$ cat config.mk
export PLATFORM = sky130hd
export DESIGN_NAME = hw_stack_ctrl
export DESIGN_NICKNAME = d
export VERILOG_FILES = /design/src/rtl/hw_stack_pkg.sv /design/src/rtl/hw_stack_ptr.sv /design/src/rtl/hw_stack_flags.sv /design/src/rtl/hw_stack_seq.sv /design/src/rtl/hw_stack_ctrl.sv
export SDC_FILE = /design/constraint.sdc
export NUM_CORES = 1
export LEC_CHECK = 0
export BUFFER_PORTS_ARGS = -buffer_cell sky130_fd_sc_hd__buf_2
export CAP_MARGIN = 15
export CORE_MARGIN = 4
export CORE_UTILIZATION = 32
export CTS_CLUSTER_DIAMETER = 40
export DETAILED_ROUTE_END_ITERATION = 8
export GPL_ROUTABILITY_DRIVEN = 0
export PLACE_DENSITY = 0.61
export SLEW_MARGIN = 10
export SYNTH_ARGS = -nofsm -noshare
export SYNTH_HDL_FRONTEND = slang
export SYNTH_SLANG_ARGS = --single-unit
$ cat constraint.sdc
create_clock -name clk -period 3.45 [get_ports clk]
set_input_delay 0.345 -clock clk [delete_from_list [all_inputs] [get_ports clk]]
set_output_delay 0.345 -clock clk [all_outputs]
set_load 0.01 [all_outputs]
$ cat src/rtl/hw_stack_pkg.sv
package hw_stack_pkg;

    typedef enum logic [1:0] {
        ST_IDLE  = 2'd0,
        ST_STEP1 = 2'd1,
        ST_STEP2 = 2'd2
    } stk_state_e;

    typedef enum logic [1:0] {
        OP_NONE = 2'd0,
        OP_PUSH = 2'd1,
        OP_POP  = 2'd2
    } stk_op_e;

    typedef enum logic [2:0] {
        ACT_NONE  = 3'd0,
        ACT_DEC   = 3'd1,
        ACT_INC   = 3'd2,
        ACT_WRITE = 3'd3,
        ACT_READ  = 3'd4
    } stk_act_e;

    // Ordering of pointer move against memory access for each convention.
    function automatic stk_act_e step_action(stk_op_e op, logic last_full, stk_state_e st);
        stk_act_e act;
        act = ACT_NONE;
        if (st == ST_STEP1 || st == ST_STEP2) begin
            unique case (op)
                OP_PUSH: begin
                    if (last_full) act = (st == ST_STEP1) ? ACT_DEC   : ACT_WRITE;
                    else           act = (st == ST_STEP1) ? ACT_WRITE : ACT_DEC;
                end
                OP_POP: begin
                    if (last_full) act = (st == ST_STEP1) ? ACT_READ  : ACT_INC;
                    else           act = (st == ST_STEP1) ? ACT_INC   : ACT_READ;
                end
                default: act = ACT_NONE;
            endcase
        end
        return act;
    endfunction

endpackage

$ cat src/rtl/hw_stack_ptr.sv
module hw_stack_ptr #(
    parameter int                ADDR_W    = 8,
    parameter logic [ADDR_W-1:0] RESET_PTR = '0
) (
    input  logic              clk,
    input  logic              rst,
    input  logic              inc,
    input  logic              dec,
    output logic [ADDR_W-1:0] ptr
);
    logic [ADDR_W-1:0] ptr_q;

    always_ff @(posedge clk) begin
        if (rst) begin
            ptr_q <= RESET_PTR;
        end else if (dec) begin
            ptr_q <= ptr_q - 1'b1;
        end else if (inc) begin
            ptr_q <= ptr_q + 1'b1;
        end
    end

    assign ptr = ptr_q;
endmodule

$ cat src/rtl/hw_stack_flags.sv
module hw_stack_flags #(
    parameter int                ADDR_W    = 8,
    parameter logic [ADDR_W-1:0] EMPTY_PTR = '0,
    parameter logic [ADDR_W-1:0] FULL_PTR  = '0
) (
    input  logic [ADDR_W-1:0] ptr,
    output logic              empty,
    output logic              full
);
    assign empty = (ptr == EMPTY_PTR);
    assign full  = (ptr == FULL_PTR);
endmodule

$ cat src/rtl/hw_stack_seq.sv
module hw_stack_seq
    import hw_stack_pkg::*;
#(
    parameter bit LAST_FULL = 1'b1
) (
    input  logic     clk,
    input  logic     rst,
    input  logic     push_req,
    input  logic     pop_req,
    input  logic     empty,
    input  logic     full,
    output logic     accept_push,
    output logic     busy,
    output logic     req_err,
    output stk_act_e act
);
    stk_state_e state_q;
    stk_op_e    op_q;
    logic       err_q;
    logic       idle;
    logic       accept_pop;
    logic       reject;

    always_comb begin
        idle        = (state_q == ST_IDLE);
        accept_push = idle && push_req && !full;
        accept_pop  = idle && !push_req && pop_req && !empty;
        reject      = idle && ((push_req && full) || (!push_req && pop_req && empty));
    end

    always_ff @(posedge clk) begin
        if (rst) begin
            state_q <= ST_IDLE;
            op_q    <= OP_NONE;
            err_q   <= 1'b0;
        end else begin
            err_q <= reject;
            unique case (state_q)
                ST_IDLE: begin
                    if (accept_push) begin
                        op_q    <= OP_PUSH;
                        state_q <= ST_STEP1;
                    end else if (accept_pop) begin
                        op_q    <= OP_POP;
                        state_q <= ST_STEP1;
                    end
                end
                ST_STEP1: state_q <= ST_STEP2;
                default: begin
                    state_q <= ST_IDLE;
                    op_q    <= OP_NONE;
                end
            endcase
        end
    end

    assign busy    = !idle;
    assign req_err = err_q;
    assign act     = step_action(op_q, LAST_FULL, state_q);
endmodule

$ cat src/rtl/hw_stack_ctrl.sv
module hw_stack_ctrl
    import hw_stack_pkg::*;
#(
    parameter int                ADDR_W     = 8,
    parameter int                DATA_W     = 16,
    parameter logic [ADDR_W-1:0] BASE_ADDR  = 8'h13,
    parameter logic [ADDR_W-1:0] LIMIT_ADDR = 8'h10,
    parameter bit                LAST_FULL  = 1'b1
) (
    input  logic              clk,
    input  logic              rst,
    input  logic              push_req,
    input  logic              pop_req,
    input  logic [DATA_W-1:0] push_data,
    output logic [DATA_W-1:0] pop_data,
    output logic              pop_valid,
    output logic              busy,
    output logic              full,
    output logic              empty,
    output logic              req_err,
    output logic [ADDR_W-1:0] stack_ptr,
    output logic [ADDR_W-1:0] mem_addr,
    output logic              mem_wr_en,
    output logic [DATA_W-1:0] mem_wr_data,
    output logic              mem_rd_en,
    input  logic [DATA_W-1:0] mem_rd_data
);
    // Empty and full pointer values depend on what the pointer names.
    localparam logic [ADDR_W-1:0] EMPTY_PTR =
        LAST_FULL ? ADDR_W'(BASE_ADDR + 1'b1) : BASE_ADDR;
    localparam logic [ADDR_W-1:0] FULL_PTR =
        LAST_FULL ? LIMIT_ADDR : ADDR_W'(LIMIT_ADDR - 1'b1);

    stk_act_e          act;
    logic              accept_push;
    logic [DATA_W-1:0] data_q;
    logic              rd_pend_q;

    hw_stack_seq #(.LAST_FULL(LAST_FULL)) seq_i (
        .clk        (clk),
        .rst        (rst),
        .push_req   (push_req),
        .pop_req    (pop_req),
        .empty      (empty),
        .full       (full),
        .accept_push(accept_push),
        .busy       (busy),
        .req_err    (req_err),
        .act        (act)
    );

    hw_stack_ptr #(.ADDR_W(ADDR_W), .RESET_PTR(EMPTY_PTR)) ptr_i (
        .clk(clk),
        .rst(rst),
        .inc(act == ACT_INC),
        .dec(act == ACT_DEC),
        .ptr(stack_ptr)
    );

    hw_stack_flags #(.ADDR_W(ADDR_W), .EMPTY_PTR(EMPTY_PTR), .FULL_PTR(FULL_PTR)) flags_i (
        .ptr  (stack_ptr),
        .empty(empty),
        .full (full)
    );

    always_ff @(posedge clk) begin
        if (rst) begin
            data_q    <= '0;
            rd_pend_q <= 1'b0;
        end else begin
            if (accept_push) data_q <= push_data;
            rd_pend_q <= (act == ACT_READ);
        end
    end

    assign mem_addr    = stack_ptr;
    assign mem_wr_en   = (act == ACT_WRITE);
    assign mem_wr_data = data_q;
    assign mem_rd_en   = (act == ACT_READ);
    assign pop_valid   = rd_pend_q;
    assign pop_data    = mem_rd_data;
endmodule

==> impl_metrics.ini, run 1 <==
[finish]
final_common_cell = buf_2
final_area_um2 = 1900
n_fill_cell = 523
fin_cells = 308
layout_common_cells = buf_2, nand2_1, dfxtp_1
final_nets = 283
area_growth_pct = 16.1
n_antenna_cell = 0
drive_gt1_frac = 0.315

[clock_network]
cts.hold.buffers_added = 0
cts_resized = 0
htree_levels = 2
cts.clk_slew.worst_paths_ns = 0.07
clock_latency_ns = 0.28
cts_tree = done
cts_buffers = 5
post_cts.repair.setup_buffers = 0
cts_buffer_depth = 2
ctsRootBufferMaster = clkbuf_8
cts_sinks = 30

[route]
postRouteAntennaNets = 0
vias = 1435
viasPerCell = 4.66
post_drt_wl_per_cell_um = 12.6
detail_route.wirelength_mm = 3.89
drt_iter0_markers = 71
dr.pass1.iters = 4
post-route-drc-count = 0

[grt]
overflow = 0
antenna_found_initial = 0
grtUsageTotal = 0.128
grt_max_degree = 36
grt_pass1_wl_mm = 6.33
grt_pass1_vias = 1318

[yosys]
ys_ff_latch = 30
yosysUniqueCellTypes = 36
syn_avg_cell_area_um2 = 7.99
yosys_warnings = 0
synth_nets = 248
synth_flop_cell = dfxtp_1
netlist_instances = 205
async_reset_ff_frac = 0
seq_area_frac_synth = 0.367
synth_edf_count = 0
syn_area_um2 = 1640

[placement]
place_hpwl_mm = 2.77
io_buffers = 58
dp_slack_ns = 0.415
dpl_cell_area_um2 = 1810
dp.cells = 300

[worst_setup_path]
crit_required_ns = 3.62
end_kind = flip-flop
crit_arrival_ns = 3.18
critPathMaxFanout = 9
path_class = reg2reg
crit_path_start_kind = flip-flop

[sta]
slew_viol_final = 0
layout_setup_ws_ns = 0.432
fin_crit_ns = 3.02
fin_setup_tns_ns = 0
setup_viol = 0
rsz0062_at_grt = false
finalCritPeriodShare = 0.875
max_freq_mhz = 331
tightestPinTransition_ns = 0.911
relSlewSlack = 0.391
hold_viol = 0
skew_ns = 0.00526

[pwr]
max-vdd-ir-drop_uv = 236
p_leak_nw = 0.861
p_per_area_nw_per_um2 = 644

[die]
die_h_um = 79.5
dieArea_um2 = 6330
std_cell_rows = 25
start_util = 0.338
coreArea_um2 = 4850
die_x_um = 79.5
io_pins = 91

[run_status]
status = finished clean

[job]
cap_viol_max_count = 0

[worst_hold_path]
min_path_type = in2reg
final cells by class:
class | count | area [µm²] | area share
Timing Repair Buffer | 59 | 298 | 0.157
Clock inverter | 1 | 5.00 | 0.00263
Inverter | 6 | 22.5 | 0.0118
Sequential cell | 30 | 601 | 0.316
Multi-Input combinational cell | 138 | 806 | 0.424
Clock buffer | 7 | 86.3 | 0.0454
Tap cell | 67 | 83.8 | 0.0441
registers in the layout (all words and copies together) (netlist names):
register	count
ptr_i.ptr	8
mem_wr_data	16
pop_valid	1
seq_i.state_q	2
seq_i.op_q	2
seq_i.req_err	1
power breakdown:
part           total [mW]  internal [mW]  switching (mW)  leakage (nW)
Combinational       0.478          0.182           0.296         0.568
Clock               0.293          0.161           0.132        0.0482
Sequential          0.454          0.409          0.0453         0.245
synth_stat cells, types with 3 or more instances:
cell type | number | area, µm²
nor2_1 | 14 | 52.6
clkbuf_1 | 5 | 18.8
nand2_1 | 36 | 135
mux2_2 | 4 | 45.0
ha_1 | 7 | 87.6
inv_1 | 6 | 22.5
a31oi_1 | 3 | 18.8
nor2b_1 | 5 | 31.3
nor4_1 | 3 | 18.8
a21oi_1 | 26 | 130
nor3_1 | 6 | 30.0
nand4_1 | 4 | 25.0
buf_4 | 24 | 180
nand2b_1 | 4 | 25.0
dfxtp_1 | 30 | 601
cells by family (layout without fill, tap and decap cells):
family                     Yosys count  in the layout  share of synthesized area
and+or+nand+nor                     84             84                      0.248
DFF                                 30             30                      0.367
muxes                                6              6                     0.0397
buffers and inverters               37             73                      0.145
AOI/OAI and AO/OA                   38             38                      0.131
adders and majority gates            7              7                     0.0535
xor gates and xnor gates             3              3                     0.0160
worst max-delay path, stage by stage (launching register included):
cell	delay, ns
dfxtp_1	0.31
inv_1	0.08
ha_1	0.27
nor2b_1	0.17
o21bai_1	0.51
xnor2_1	0.13
ha_1	0.27
or4_2	0.65
a21oi_1	0.16
mux2_2	0.35
per-stage QoR:
stage | total power [mW] | utilization | hold slack (ns)
final | 1.23 | 0.392 | 0.296
after global routing | 1.34 | 0.392 | 0.286
after CTS | 1.25 | 0.392 | 0.286
after detailed placement | 0.947 | 0.373 | 0.445
after global placement | 0.940 | 0.373 | 0.440
after floorplan | 0.811 | - | 0.459
per-layer routing:
layer / vias up / part of all wire / GRT usage
met4: 0 / 0.014 / 0.0464
li1: 744 / - / -
met2: 40 / 0.47 / 0.200
met3: 8 / 0.061 / 0.0429
met1: 643 / 0.46 / 0.163
met5: - / 0 / 0
path summary, 6_finish.rpt:
check,startpoint,end,slack [ns],cells past startpoint
worst max-delay path,seq_i.state_q[1],ptr_i.ptr[6],0.43,9
worst min-delay path,push_data[13],mem_wr_data[13],0.30,3
worst max register to register,seq_i.state_q[1],ptr_i.ptr[6],0.43,9
worst min register to register,mem_wr_data[0],mem_wr_data[0],0.45,2
No activity file was read; power rests on OpenSTA's default activity.
==> run 2: changes to the inputs <==
--- a/config.mk
+++ b/config.mk
@@ -7,12 +7,14 @@
 export LEC_CHECK = 0
 export BUFFER_PORTS_ARGS = -buffer_cell sky130_fd_sc_hd__buf_2
 export CAP_MARGIN = 15
+export CELL_PAD_IN_SITES_DETAIL_PLACEMENT = 1
+export CELL_PAD_IN_SITES_GLOBAL_PLACEMENT = 1
 export CORE_MARGIN = 4
-export CORE_UTILIZATION = 32
+export CORE_UTILIZATION = 30
 export CTS_CLUSTER_DIAMETER = 40
 export DETAILED_ROUTE_END_ITERATION = 8
 export GPL_ROUTABILITY_DRIVEN = 0
-export PLACE_DENSITY = 0.61
+export PLACE_DENSITY = 0.79
 export SLEW_MARGIN = 10
 export SYNTH_ARGS = -nofsm -noshare
 export SYNTH_HDL_FRONTEND = slang
==> run 2 against run 1 <==
Sequential cell count unchanged. Register-to-register slack worse by 0.12 ns. Maximum frequency is 3.8% lower. Critical path depth did not move. Largest power group unchanged. Setup slack got worse by 0.12 ns. Sequential share of layout area is 0.41 points lower. Critical path type unchanged.
==> impl_metrics.ini, run 2 (synthesis gave the netlist of run 1 again) <==
[run_status]
status = finished clean

[clock_network]
cts_resized = 0
clock_latency_ns = 0.27
cts.clk_slew.worst_paths_ns = 0.06
cts_tree = done
cts_buffer_depth = 2
ctsRootBufferMaster = clkbuf_8
cts_buffers = 5
htree_levels = 2
post_cts.repair.setup_buffers = 0
cts.hold.buffers_added = 0
cts_sinks = 30

[finish]
final_common_cell = buf_2
fin_cells = 310
drive_gt1_frac = 0.317
final_nets = 283
n_fill_cell = 660
layout_common_cells = buf_2, nand2_1, dfxtp_1
multi_input_area_um2 = 806
n_antenna_cell = 0
area_growth_pct = 17.6
largest_reg_flops = 16
seqCellArea_um2 = 601

[grt]
grt_max_degree = 36
overflow = 0
grt_pass1_vias = 1474
grtUsageTotal = 0.129
grt_pass1_wl_mm = 6.75
antenna_found_initial = 0

[sta]
slew_viol_final = 0
fin_setup_tns_ns = 0
skew_ns = 0.00237
fin_crit_ns = 3.14
max_freq_mhz = 319
layout_setup_ws_ns = 0.311
hold_viol = 0
rsz0062_at_grt = false
tightestPinTransition_ns = 0.853
setup_viol = 0
hold_ws_ns = 0.309
finalCritPeriodShare = 0.910
relSlewSlack = 0.430

[die]
io_pins = 91
std_cell_rows = 26
coreArea_um2 = 5200
start_util = 0.315
die_x_um = 81.9
die_h_um = 81.9
dieArea_um2 = 6710

[placement]
place_hpwl_mm = 3.03
dp_slack_ns = 0.376
dp.cells = 303
io_buffers = 58

[worst_setup_path]
crit_path_start_kind = flip-flop
cpMostUsedCell = ha_1
critPathMaxFanout = 9
crit_required_ns = 3.61
cp_slowest_stage_delay_ns = 0.67
crit_arrival_ns = 3.30
crit_path_cell_trace = inv_1, ha_1, nor2b_1, o21bai_1, xnor2_1, ha_1, or4_2, a21oi_1, mux2_2
r2r-start = seq_i.state_q[1]
path_class = reg2reg
crit_path_top_delay_cell = or4_2
end_kind = flip-flop
crit_start = seq_i.state_q[1]

[route]
dr.pass1.iters = 4
post_drt_wl_per_cell_um = 13.2
vias = 1476
postRouteAntennaNets = 0
detail_route.wirelength_mm = 4.09
drt_iter0_markers = 46
post-route-drc-count = 0
viasPerCell = 4.76

[pwr]
power_frac_seq = 0.350
max-vdd-ir-drop_uv = 254
p_int_mw = 0.822
p_leak_nw = 0.870
power.switching_mw = 0.473
clock_power_share = 0.276
swShare = 0.365
combPwrFrac = 0.374
p_total_mw = 1.30
p_per_area_nw_per_um2 = 672

[worst_hold_path]
hp-start = push_data[10]
min_path_type = in2reg

[job]
cap_viol_max_count = 0
[run 2: layout make-up]
| type | count | share of cell area |
|---|---|---|
| Clock inverter | 1 | 0.0156 |
| Multi-Input combinational cell | 138 | 0.418 |
| Sequential cell | 30 | 0.312 |
| Clock buffer | 6 | 0.0429 |
| Inverter | 6 | 0.0117 |
| Tap cell | 70 | 0.0455 |
| Timing Repair Buffer | 59 | 0.155 |
[run 2: path summary, 6_finish.rpt]
path | to | slack (ns) | depth (start not counted)
setup / recovery | ptr_i.ptr[6] | 0.31 | 9
hold / removal | mem_wr_data[10] | 0.31 | 3
setup reg to reg | ptr_i.ptr[6] | 0.31 | 9
hold reg to reg | mem_wr_data[13] | 0.45 | 2
[run 2: metal layers]
layer | GRT usage | wire, µm | vias up
met1 | 0.156 | 1810 | 692
li1 | - | - | 744
met5 | 0 | 0 | -
met2 | 0.216 | 2000 | 38
met3 | 0.0384 | 233 | 2
met4 | 0.0465 | 47 | 0
[run 2: worst max-delay path: cells and delay by family (launching register included)]
family                   cells  cell delay [ns]
flip-flops                   1             0.31
buffers and inverters        1             0.09
XOR/XNOR                     1             0.14
multiplexers                 1             0.34
adder cells (fa/ha/maj)      2             0.57
AO/OA/AOI/OAI                2             0.74
AND/OR/NAND/NOR              2             0.85
[run 2: through the flow]
stage,instance area (µm²),util
global route,1930,0.370
detailed placement,1810,0.349
finish,1930,0.370
CTS,1930,0.370
floorplan,1640,-
global placement,1810,0.349
[run 2: power by group through the flow]
stage | combinational (mW) | clock (mW) | sequential (mW)
2_1_floorplan | 0.340 | 0 | 0.471
3_3_place_gp | 0.486 | 0 | 0.461
3_5_place_dp | 0.495 | 0 | 0.463
4_1_cts | 0.498 | 0.375 | 0.455
5_1_grt | 0.559 | 0.390 | 0.464
6_report | 0.484 | 0.357 | 0.454
==> run 3: changes to the inputs <==
--- a/config.mk
+++ b/config.mk
@@ -7,14 +7,12 @@
 export LEC_CHECK = 0
 export BUFFER_PORTS_ARGS = -buffer_cell sky130_fd_sc_hd__buf_2
 export CAP_MARGIN = 15
-export CELL_PAD_IN_SITES_DETAIL_PLACEMENT = 1
-export CELL_PAD_IN_SITES_GLOBAL_PLACEMENT = 1
 export CORE_MARGIN = 4
-export CORE_UTILIZATION = 30
+export CORE_UTILIZATION = 44
 export CTS_CLUSTER_DIAMETER = 40
 export DETAILED_ROUTE_END_ITERATION = 8
 export GPL_ROUTABILITY_DRIVEN = 0
-export PLACE_DENSITY = 0.79
+export PLACE_DENSITY = 0.8
 export SLEW_MARGIN = 10
 export SYNTH_ARGS = -nofsm -noshare
 export SYNTH_HDL_FRONTEND = slang
==> run 3 against run 2 <==
Combinational power increased by 2%. Cell count decreased by 6.8%. Highest routed layer unchanged. Non-clock buffer count increased by 2. Global-route usage increased by 3.7 points. Clock power decreased by 17%. Register-to-register slack improved by 0.31 ns. Setup slack improved by 0.31 ns. Critical endpoint unchanged. Worst hold slack got worse by 0.017 ns. Sequential power about the same. Clock-buffer cell count unchanged. Die area decreased by 29%.
==> impl_metrics.ini, run 3 (synthesis gave the netlist of run 1 again) <==
[sta]
finalCritPeriodShare = 0.820
max_freq_mhz = 353
skew_ns = 0.00275
layout_setup_ws_ns = 0.620
fin_setup_tns_ns = 0
relSlewSlack = 0.563
setup_viol = 0
tightestPinTransition_ns = 0.647
rsz0062_at_grt = false
slew_viol_final = 0
hold_viol = 0
hold_ws_ns = 0.292
fin_crit_ns = 2.83

[worst_setup_path]
cpMostUsedCell = ha_1
crit_path_cell_trace = inv_1, ha_1, nand2_1, o21bai_1, xnor2_1, ha_1, or4_2, a21oi_1, mux2_2
end_kind = flip-flop
crit_required_ns = 3.62
crit_path_top_delay_cell = or4_2
crit_arrival_ns = 3.00
r2r-start = seq_i.state_q[0]
endpoint = ptr_i.ptr[6]
critPathMaxFanout = 6
path_class = reg2reg
rrSetupSlack_ns = 0.62
ff2ff_path_depth = 9
crit_path_start_kind = flip-flop
crit_start = seq_i.state_q[0]
r2r-end = ptr_i.ptr[6]
cp_slowest_stage_delay_ns = 0.66

[finish]
layout_common_cells = buf_2, nand2_1, dfxtp_1
area_growth_pct = 15.3
fin_cells = 289
final_nets = 285
final_common_cell = buf_2
largest_reg_flops = 16
n_antenna_cell = 0
drive_gt1_frac = 0.321
fin_util = 0.544

[route]
viasPerCell = 5.03
post_drt_wl_per_cell_um = 13.3
dr.pass1.iters = 4
postRouteAntennaNets = 0
vias = 1453
drt_iter0_markers = 92
detail_route.wirelength_mm = 3.84
post-route-drc-count = 0

[grt]
antenna_found_initial = 0
grt_pass1_wl_mm = 6.48
grt_max_degree = 36
overflow = 0
grt_pass1_vias = 1388
grtUsageTotal = 0.166

[die]
dieArea_um2 = 4760
io_pins = 91
coreArea_um2 = 3470
std_cell_rows = 21
start_util = 0.472
die_h_um = 69.0
die_x_um = 69.0

[clock_network]
post_cts.repair.setup_buffers = 0
cts_resized = 0
ctsRootBufferMaster = clkbuf_8
cts.clk_slew.worst_paths_ns = 0.06
cts_sinks = 30
cts_buffer_depth = 2
cts_tree = done
cts.hold.buffers_added = 0
clock_latency_ns = 0.28
cts_buffers = 5
htree_levels = 2

[pwr]
clock_power_share = 0.239
p_leak_nw = 0.869
p_per_area_nw_per_um2 = 658
max-vdd-ir-drop_uv = 282
swShare = 0.389
power.switching_mw = 0.484
combPwrFrac = 0.396
p_int_mw = 0.759
power_frac_seq = 0.365

[worst_hold_path]
hp-start = push_data[7]
min_path_type = in2reg
min_path_cells = 3

[placement]
dp.cells = 281
dp_slack_ns = 0.676
io_buffers = 58
place_hpwl_mm = 2.72

[job]
cap_viol_max_count = 0

[run_status]
status = finished clean
-- run 3: cell count changes in the layout (fill, tap and decap cells not counted), sizes merged --
cell,delta
buf,+2
bufinv,-1
clkinvlp,+1
clkinv,+1
-- run 3: metal layers --
layer / track usage / part of all wire
met1: 0.189 / 0.41
met2: 0.274 / 0.50
met3: 0.0567 / 0.070
met4: 0.0846 / 0.023
met5: 0 / 0
-- run 3: worst min-delay path by stage --
stage / to / slack [ns]
CTS: mem_wr_data[4] / 0.29
detailed placement: mem_wr_data[12] / 0.45
floorplan: seq_i.op_q[1] / 0.46
finish: mem_wr_data[7] / 0.29
global route: mem_wr_data[15] / 0.29
global placement: mem_wr_data[1] / 0.44
-- run 3: critical path, delay by kind of cell (launching register included) --
kind / cells / cell delay [ns]
and+or+nand+nor: 2 / 0.76
adders and majority gates: 2 / 0.66
DFF: 1 / 0.36
AOI/OAI and AO/OA: 2 / 0.36
muxes: 1 / 0.34
xor gates and xnor gates: 1 / 0.14
buffers and inverters: 1 / 0.09
-- run 3: final cells by class --
type                       count  area [µm²]
tap                           46        57.6
clock inverter                 2        12.5
fill                         356        1580
sequential                    30         601
inverter                       6        22.5
clock buffer                   6        82.6
multi-input combinational    138         800
timing repair buffer          61         313
-- run 3: stage by stage --
| step | total power, mW | cell area, µm² |
|---|---|---|
| after floorplan | 0.811 | 1640 |
| after global placement | 0.933 | 1790 |
| after detailed placement | 0.949 | 1790 |
| after CTS | 1.25 | 1890 |
| after global routing | 1.34 | 1890 |
| final | 1.24 | 1890 |
-- run 3: power by group through the flow --
stage | sequential (mW) | combinational (mW) | clock [mW]
after global routing | 0.462 | 0.561 | 0.318
after detailed placement | 0.461 | 0.488 | 0
final | 0.453 | 0.492 | 0.297
after floorplan | 0.471 | 0.340 | 0
after global placement | 0.457 | 0.476 | 0
after CTS | 0.454 | 0.494 | 0.302
